[src/rtl/dbuf_addr_track.sv]
module dbuf_addr_track #(
  parameter int AW  = 32,
  parameter int CW  = 16,
  parameter int ESZ = 4
) (
  input  logic          clk,
  input  logic          rst_n,
  input  logic [AW-1:0] init_addr_a,
  input  logic [AW-1:0] init_addr_b,
  input  logic [CW-1:0] frames_cfg,
  input  logic          circ_mode,
  input  logic          auto_switch,
  input  logic          en_wr,
  input  logic          en_sel,
  input  logic          frame_start,
  input  logic          elem_done,
  input  logic          frame_done,
  input  logic          frame_abort,
  input  logic          sw_we,
  input  logic          sw_priv,
  input  logic [1:0]    sw_sel,
  input  logic [AW-1:0] sw_wdata,
  output logic [AW-1:0] cur_addr_a,
  output logic [AW-1:0] cur_addr_b,
  output logic [CW-1:0] cur_cnt_a,
  output logic [CW-1:0] cur_cnt_b,
  output logic          active,
  output logic          act_buf,
  output logic [AW-1:0] work_addr
);

  logic          in_frame_q;
  logic [CW-1:0] left_q;

  wire go     = active & ~en_wr;
  wire fs_ok  = go & frame_start & ~in_frame_q;
  wire fd_ok  = go & frame_done & in_frame_q;
  wire ab_ok  = go & frame_abort & in_frame_q & ~frame_done;
  wire ed_ok  = go & elem_done & in_frame_q & ~frame_abort;
  wire sw_ok  = sw_we & sw_priv;

  wire [AW-1:0] next_addr = work_addr + (ed_ok ? AW'(ESZ) : '0);
  wire [CW-1:0] left_dec  = (left_q == '0) ? '0 : left_q - 1'b1;
  wire          last      = (left_q <= CW'(1));
  wire          commit_a  = fd_ok & ~act_buf;
  wire          commit_b  = fd_ok & act_buf;

  wire [AW-1:0] sel_init  = en_sel ? init_addr_b : init_addr_a;
  wire [AW-1:0] same_init = act_buf ? init_addr_b : init_addr_a;
  wire [AW-1:0] othr_init = act_buf ? init_addr_a : init_addr_b;

  always_ff @(posedge clk) begin
    if (!rst_n) begin
      active     <= 1'b0;
      act_buf    <= 1'b0;
      in_frame_q <= 1'b0;
      work_addr  <= '0;
      left_q     <= '0;
    end else if (en_wr) begin
      active     <= 1'b1;
      act_buf    <= en_sel;
      in_frame_q <= 1'b0;
      work_addr  <= sel_init;
      left_q     <= frames_cfg;
    end else if (fs_ok) begin
      in_frame_q <= 1'b1;
    end else if (fd_ok) begin
      in_frame_q <= 1'b0;
      if (!last) begin
        work_addr <= next_addr;
        left_q    <= left_dec;
      end else if (auto_switch) begin
        act_buf   <= ~act_buf;
        work_addr <= othr_init;
        left_q    <= frames_cfg;
      end else if (circ_mode) begin
        work_addr <= same_init;
        left_q    <= frames_cfg;
      end else begin
        active    <= 1'b0;
        work_addr <= next_addr;
        left_q    <= '0;
      end
    end else if (ab_ok) begin
      in_frame_q <= 1'b0;
      active     <= 1'b0;
    end else if (ed_ok) begin
      work_addr <= next_addr;
    end
  end

  always_ff @(posedge clk) begin
    if (!rst_n) begin
      cur_addr_a <= '0;
      cur_addr_b <= '0;
      cur_cnt_a  <= '0;
      cur_cnt_b  <= '0;
    end else begin
      if (commit_a) begin
        cur_addr_a <= next_addr;
        cur_cnt_a  <= left_dec;
      end else begin
        if (sw_ok && sw_sel == 2'd0) cur_addr_a <= sw_wdata;
        if (sw_ok && sw_sel == 2'd2) cur_cnt_a  <= sw_wdata[CW-1:0];
      end
      if (commit_b) begin
        cur_addr_b <= next_addr;
        cur_cnt_b  <= left_dec;
      end else begin
        if (sw_ok && sw_sel == 2'd1) cur_addr_b <= sw_wdata;
        if (sw_ok && sw_sel == 2'd3) cur_cnt_b  <= sw_wdata[CW-1:0];
      end
    end
  end

endmodule


[config.mk]
export PLATFORM = sky130hd
export DESIGN_NAME = dbuf_addr_track
export DESIGN_NICKNAME = d
export VERILOG_FILES = /design/src/rtl/dbuf_addr_track.sv
export SDC_FILE = /design/constraint.sdc
export NUM_CORES = 1
export LEC_CHECK = 0
export CORE_ASPECT_RATIO = 0.75
export CORE_UTILIZATION = 49
export DETAILED_ROUTE_END_ITERATION = 12
export PLACE_DENSITY = 0.81
export SYNTH_ARGS = -nofsm -noshare
export SYNTH_HDL_FRONTEND = slang
export SYNTH_SLANG_ARGS = --single-unit
[constraint.sdc]
create_clock -name clk -period 3.92 [get_ports clk]
set_input_delay 0.98 -clock clk [delete_from_list [all_inputs] [get_ports clk]]
set_output_delay 0.98 -clock clk [all_outputs]
set_load 0.1 [all_outputs]
After elaboration in Yosys (flattened, before gate mapping)
Cells that the tools add are included.
W data, S select, Z words.
{"block": "totals", "latch_bits": 0, "rom_bits": 0, "mem_count": 0, "mem_bits_rw": 0, "register_bits": 147, "word_cells": 102}
{"block": "op_classes", "shifts": 0, "n_eq_ne": 8, "n_mux": 41, "add_sub_neg": 2, "n_reduce_logical": 21, "n_div": 0, "multipliers": 0, "bitwise_logic": 20, "n_lt_le_gt_ge": 1}
{"cell": "$mux W32", "n": 15}
{"cell": "$mux W16", "n": 11}
{"cell": "$add A32 B3 Y32", "n": 1}
{"cell": "$le A16 B1 Y1 const B", "n": 1}
{"cell": "$logic_not A16 Y1", "n": 1}
{"cell": "$sub A16 B1 Y16 const B", "n": 1}
{"cell": "$and A1 B1 Y1", "n": 14}
{"cell": "$mux W1", "n": 14}
{"cell": "$reduce_bool A2 Y1", "n": 7}
{"cell": "$ne A3 B3 Y1 const B", "n": 3}
{"cell": "$reduce_bool A3 Y1", "n": 3}
{"cell": "$not A1 Y1", "n": 6}
{"cell": "$reduce_and A5 Y1", "n": 1}
{"cell": "$eq A2 B2 Y1 const B", "n": 2}
{"cell": "$logic_and A1 B1 Y1", "n": 4}
{"cell": "$reduce_and A4 Y1", "n": 1}
{"cell": "$mux W3", "n": 1}
{"cell": "$ne A3 B2 Y1 const B", "n": 1}
{"cell": "$reduce_and A3 Y1", "n": 1}
{"cell": "$eq A2 B1 Y1 const B", "n": 1}
{"cell": "$logic_not A2 Y1", "n": 1}
{"cell": "$ne A2 B2 Y1 const B", "n": 1}
{"cell": "$reduce_and A2 Y1", "n": 1}
{"cell": "$reduce_or A2 Y1", "n": 1}

Depth between registers and ports, before layout
Gate-level depths: netlist of the first run.
{"block": "depth", "word_depth": 13, "depth_mapped": 12, "mapped_depth_nobuf": 9}

Least setup slack after synthesis of the first run
OpenSTA, ideal clock, no wires.
{"block": "synth_path", "path_kind": "input-to-reg", "from": "input port en_wr", "to": "register cur_addr_a[28]", "required_ns": 3.804, "arrival_ns": 3.390, "stages": 12, "n_path_buf": 4, "setup_slack_ns": 0.413, "cell_sequence": "clkbuf_1 -> buf_1 -> clkbuf_1 -> nor3_1 -> ha_1 -> ha_1 -> nand3_1 -> or2_2 -> buf_4 -> nor4_2 -> xor2_1 -> o211a_1"}
{"block": "synth_via", "elab_chain_cells": 8, "elab_cells_between_ends": 12, "classes_between": "1 x add/sub; 2 x mux; 8 x bitwise; 1 x reduce/logical"}
{"element": "from (decl)", "line": "13", "source": "input logic en_wr,"}
{"element": "$not A1 Y1 *", "line": "35", "source": "wire go = active & ~en_wr;"}
{"element": "$and A1 B1 Y1 *", "line": "35"}
{"element": "$and A1 B1 Y1 (3 in a row)", "line": "39", "source": "wire ed_ok = go & elem_done & in_frame_q & ~frame_abort;"}
{"element": "$mux W3", "line": "42", "source": "wire [AW-1:0] next_addr = work_addr + (ed_ok ? AW'(ESZ) : '0);"}
{"element": "$add A32 B3 Y32", "line": "42"}
{"element": "$mux W32", "line": "99", "source": "if (commit_a) begin"}
{"element": "to (signal assigned)", "line": "100", "source": "cur_addr_a <= next_addr;"}
{"element": "to (signal assigned)", "line": "103", "source": "if (sw_ok && sw_sel == 2'd0) cur_addr_a <= sw_wdata;"}
{"element": "to (decl)", "line": "23", "source": "output logic [AW-1:0] cur_addr_a,"}
Every way passes the cells marked *; elsewhere a longest branch is shown, timed or not.
A chain may end at the register's enable or synchronous reset.

Worst setup path after layout of the first run
{"block": "layout_path", "from": "input port frame_abort", "to": "register cur_addr_a[28]"}
{"block": "layout_via", "elab_chain_cells": 5}
{"element": "from (decl)", "line": "18", "source": "input logic frame_abort,"}
{"element": "$not A1 Y1", "line": "39"}
{"element": "$and A1 B1 Y1", "line": "39"}
{"element": "$mux W3", "line": "42"}
{"element": "$add A32 B3 Y32", "line": "42"}
{"element": "$mux W32", "line": "99"}
Every way passes these cells.

==> results of run 1 <==
-- power by group through the flow --
| stage | logic (uW) | registers (uW) | clock network [uW] |
|---|---|---|---|
| after floorplan | 496 | 2050 | 0 |
| after global placement | 1290 | 1690 | 0 |
| after detailed placement | 1300 | 1690 | 0 |
| after CTS | 1310 | 1660 | 1600 |
| after global routing | 1390 | 1670 | 1680 |
| final | 1320 | 1660 | 1610 |
-- cells by family after synthesis --
group / share of synthesized area, %
compound gates: 29.5
simple gates: 15.2
flops: 31.7
mux: 14.1
buf+inv: 5.28
xor+xnor: 3.59
fa+ha+maj: 0.540
-- layout make-up --
type                       instances  area share [%]
multi-input combinational        828            46.8
sequential                       147            23.5
clock inverter                    14            1.07
tap                              247            2.47
timing repair buffer             289            22.3
inverter                          12           0.359
clock buffer                      18            3.50
-- sequential cells by signal (all words and copies together), names as in the netlist --
name,flops
act_buf,1
active,1
cur_addr_a,32
cur_addr_b,32
cur_cnt_a,16
cur_cnt_b,16
in_frame_q,1
left_q,16
work_addr,32
-- final timing paths --
kind | start | end | slack, ns
worst max-delay path | frame_abort | cur_addr_a[28] | 0.45
worst min-delay path | in_frame_q | active | 0.52
worst max register to register | active | cur_addr_a[28] | 1.01
worst min register to register | in_frame_q | active | 0.52
-- cells in the mapped netlist (6+ instances only) --
library cell | number | area share (%)
clkbuf_1 | 68 | 2.8
o2bb2ai_1 | 6 | 0.57
mux2i_1 | 96 | 10
a31oi_1 | 10 | 0.67
o21a_1 | 14 | 1.1
buf_2 | 22 | 1.2
o22ai_1 | 11 | 0.74
and3_1 | 16 | 1.1
nand4_1 | 10 | 0.67
a22oi_1 | 33 | 2.7
mux2_2 | 31 | 3.8
nor4_1 | 7 | 0.47
nor2b_1 | 9 | 0.61
xnor2_1 | 16 | 1.5
buf_1 | 8 | 0.32
a211oi_1 | 55 | 4.5
xor2_1 | 22 | 2.1
nand4b_1 | 6 | 0.57
a221oi_1 | 37 | 3.5
nor2_1 | 72 | 2.9
o211a_1 | 22 | 2.4
nand2b_1 | 10 | 0.67
nand3_1 | 17 | 0.92
o211ai_1 | 7 | 0.57
nand2_1 | 56 | 2.3
nor3_1 | 22 | 1.2
dfxtp_1 | 147 | 32
a21oi_1 | 100 | 5.4
o21ai_0 | 66 | 3.6
inv_1 | 11 | 0.45
-- per-layer routing --
| metal | track usage [%] | part of all wire (%) | up-vias |
|---|---|---|---|
| met4 | 14.8 | 4.1 | 0 |
| met1 | 44.5 | 42 | 4813 |
| met5 | 0 | 0 | - |
| met2 | 53.0 | 45 | 584 |
| li1 | - | - | 4582 |
| met3 | 6.80 | 9.3 | 84 |
-- cell usage in the layout (no fill, tap or decap), drive strengths merged, types with 11 or more instances in the layout --
cell type	n
clkdlybuf4s50	247
o21a	14
xor2	22
nand4	13
xnor2	16
nand2	56
a211oi	55
a221oi	38
clkbuf	18
mux2i	96
o21ai	68
a22oi	33
nor4	13
dfxtp	147
inv	21
o211a	22
buf	42
nor2	72
a21oi	100
o22ai	11
mux2	31
nand3	18
nor3	25
and3	17
-- worst register-to-register path: cells and delay by family (launching register included) --
kind,cells,cell delay (ns)
and+or+nand+nor,5,1.41
adders and majority gates,2,0.52
AOI/OAI and AO/OA,1,0.18
DFF,1,0.43
xor gates and xnor gates,1,0.29
-- per-stage QoR --
step	setup WS, ns	instances
floorplan	0.413	1090
global placement	0.197	1523
detailed placement	0.0633	1523
CTS	0.471	1555
global route	0.224	1555
finish	0.446	1555
==> flow_metrics.py, run 1 <==
metrics = {
    "status": {
        "status": "completed",
    },
    "cells_and_area": {
        "fin_util_pct": 67.7,
        "areaGrowthSynthToFinish_pct": 35.2,
        "regArea_sq_mm": 0.00294,
        "final_design_area_no_fill_sq_mm": 0.0125,
        "drive_gt1_share_pct": 10.8,
        "multiInputGateArea_sq_mm": 0.00587,
        "antenna_cells": 0,
        "fin_nets": 1425,
        "fillCellCount": 1512,
    },
    "timing": {
        "drv_slew": 0,
        "relSlewSlack_pct": 28.6,
        "finalHoldViolations": 0,
        "timing.fmax_ghz": 0.288,
        "finalCriticalPeriod_ns": 3.47,
        "worstMarginPinSlew_ns": 1.07,
        "fin_hold_ws_ns": 0.523,
        "post-route-period-util_pct": 88.6,
        "finalSetupTns_ns": 0,
        "setup_viol": 0,
        "finClkSkew_ns": 0.0144,
        "rsz0062_at_grt": "false",
    },
    "critical_path": {
        "critPathBufInv": 1,
        "cp_max_fo": 9,
        "crit_arrival_ns": 3.84,
        "start_kind": "primary input",
        "critical_path.max_stage_delay_ns": 0.46,
        "cp-end-kind": "register",
        "worstRegToRegCells": 9,
        "crit_slowest_cell": "or2_2",
        "crit_chain": "clkdlybuf4s50_1, nand2b_1, nor3_1, ha_1, ha_1, nand3_1, or2_2, nor4_2, xor2_1, o211a_1",
        "required_ns": 4.29,
        "worst_path_most_repeated_cell": "ha_1",
        "worstSetupPathType": "primary input to register",
        "cp.depth": 10,
        "cp_top_family": "simple AND/OR/NAND/NOR gates",
    },
    "detailed_routing": {
        "first_pass_iters": 5,
        "ant_nets": 0,
        "via_per_inst": 6.47,
        "num_vias": 10100,
        "routed_wl_um": 33600,
        "drc": 0,
        "drtIter0Drc": 959,
        "wl_per_cell_um": 21.6,
    },
    "power_and_ir_drop": {
        "p_sw_share_pct": 37.8,
        "clkPwrFrac_pct": 35.1,
        "switching_power_uw": 1740,
        "power.density_mw_per_mm2": 367,
        "comb_power_share_pct": 28.8,
        "ir_drop_mv": 0.352,
        "total_power_uw": 4600,
        "internal-power_uw": 2860,
        "power.leakage_uw": 0.00517,
        "seqPwrFrac_pct": 36.1,
    },
    "synth": {
        "ys_seq_area_share_pct": 31.7,
        "yosys_warnings": 0,
        "syn-instance-count": 1090,
        "ys_ff_latch": 147,
        "synthDistinctLibCells": 67,
        "synth_flop_cell": "dfxtp_1",
        "synthArstFlopShare_pct": 0,
        "synth_area_per_cell_sq_um": 8.51,
        "syn_nets": 1220,
        "synth_edf_count": 0,
        "netlist_area_sq_mm": 0.00927,
    },
    "floorplanning": {
        "start_util_pct": 50.1,
        "num_rows": 43,
        "core-area_sq_mm": 0.0185,
        "ios": 256,
        "die_area_sq_mm": 0.0195,
        "die_x_um": 161,
        "die_h_um": 121,
    },
    "clocking": {
        "cts-resized-gates": 0,
        "clock-root-buffer": "clkbuf_16",
        "clkTransAtPathRegs_ns": 0.07,
        "cts_tree": "built",
        "cts.sinks": 147,
        "postCtsSetupBuffers": 0,
        "cts_buffers": 17,
        "insertion_delay_ns": 0.43,
        "cts_max_level": 4,
        "ctsHoldBuffers": 0,
        "ctsLongestPathBuffers": 2,
    },
    "grt": {
        "overflow": 0,
        "track_usage_pct": 33.6,
        "grt_start_max_net_pins": 64,
        "grt_pass1_vias": 9174,
        "grt_pass1_wl_um": 51400,
        "antenna_found_initial": 0,
    },
    "placement": {
        "dp_hpwl_um": 24000,
        "dpl_cell_area_sq_mm": 0.0120,
        "numPortBuffers": 255,
        "gp_congestion": 0.913,
    },
    "worst_hold_path": {
        "holdPathStages": 1,
        "min_path_type": "register to register",
    },
    "job": {
        "drv_cap": 0,
    },
}
Note: power is estimated with default switching activity, not from simulation.
==> inputs of run 2 (changes only) <==
- CTS_CLUSTER_SIZE: unset -> 25
==> results of run 2 <==
Final layout, timing and power as in run 1 (identical DEF).
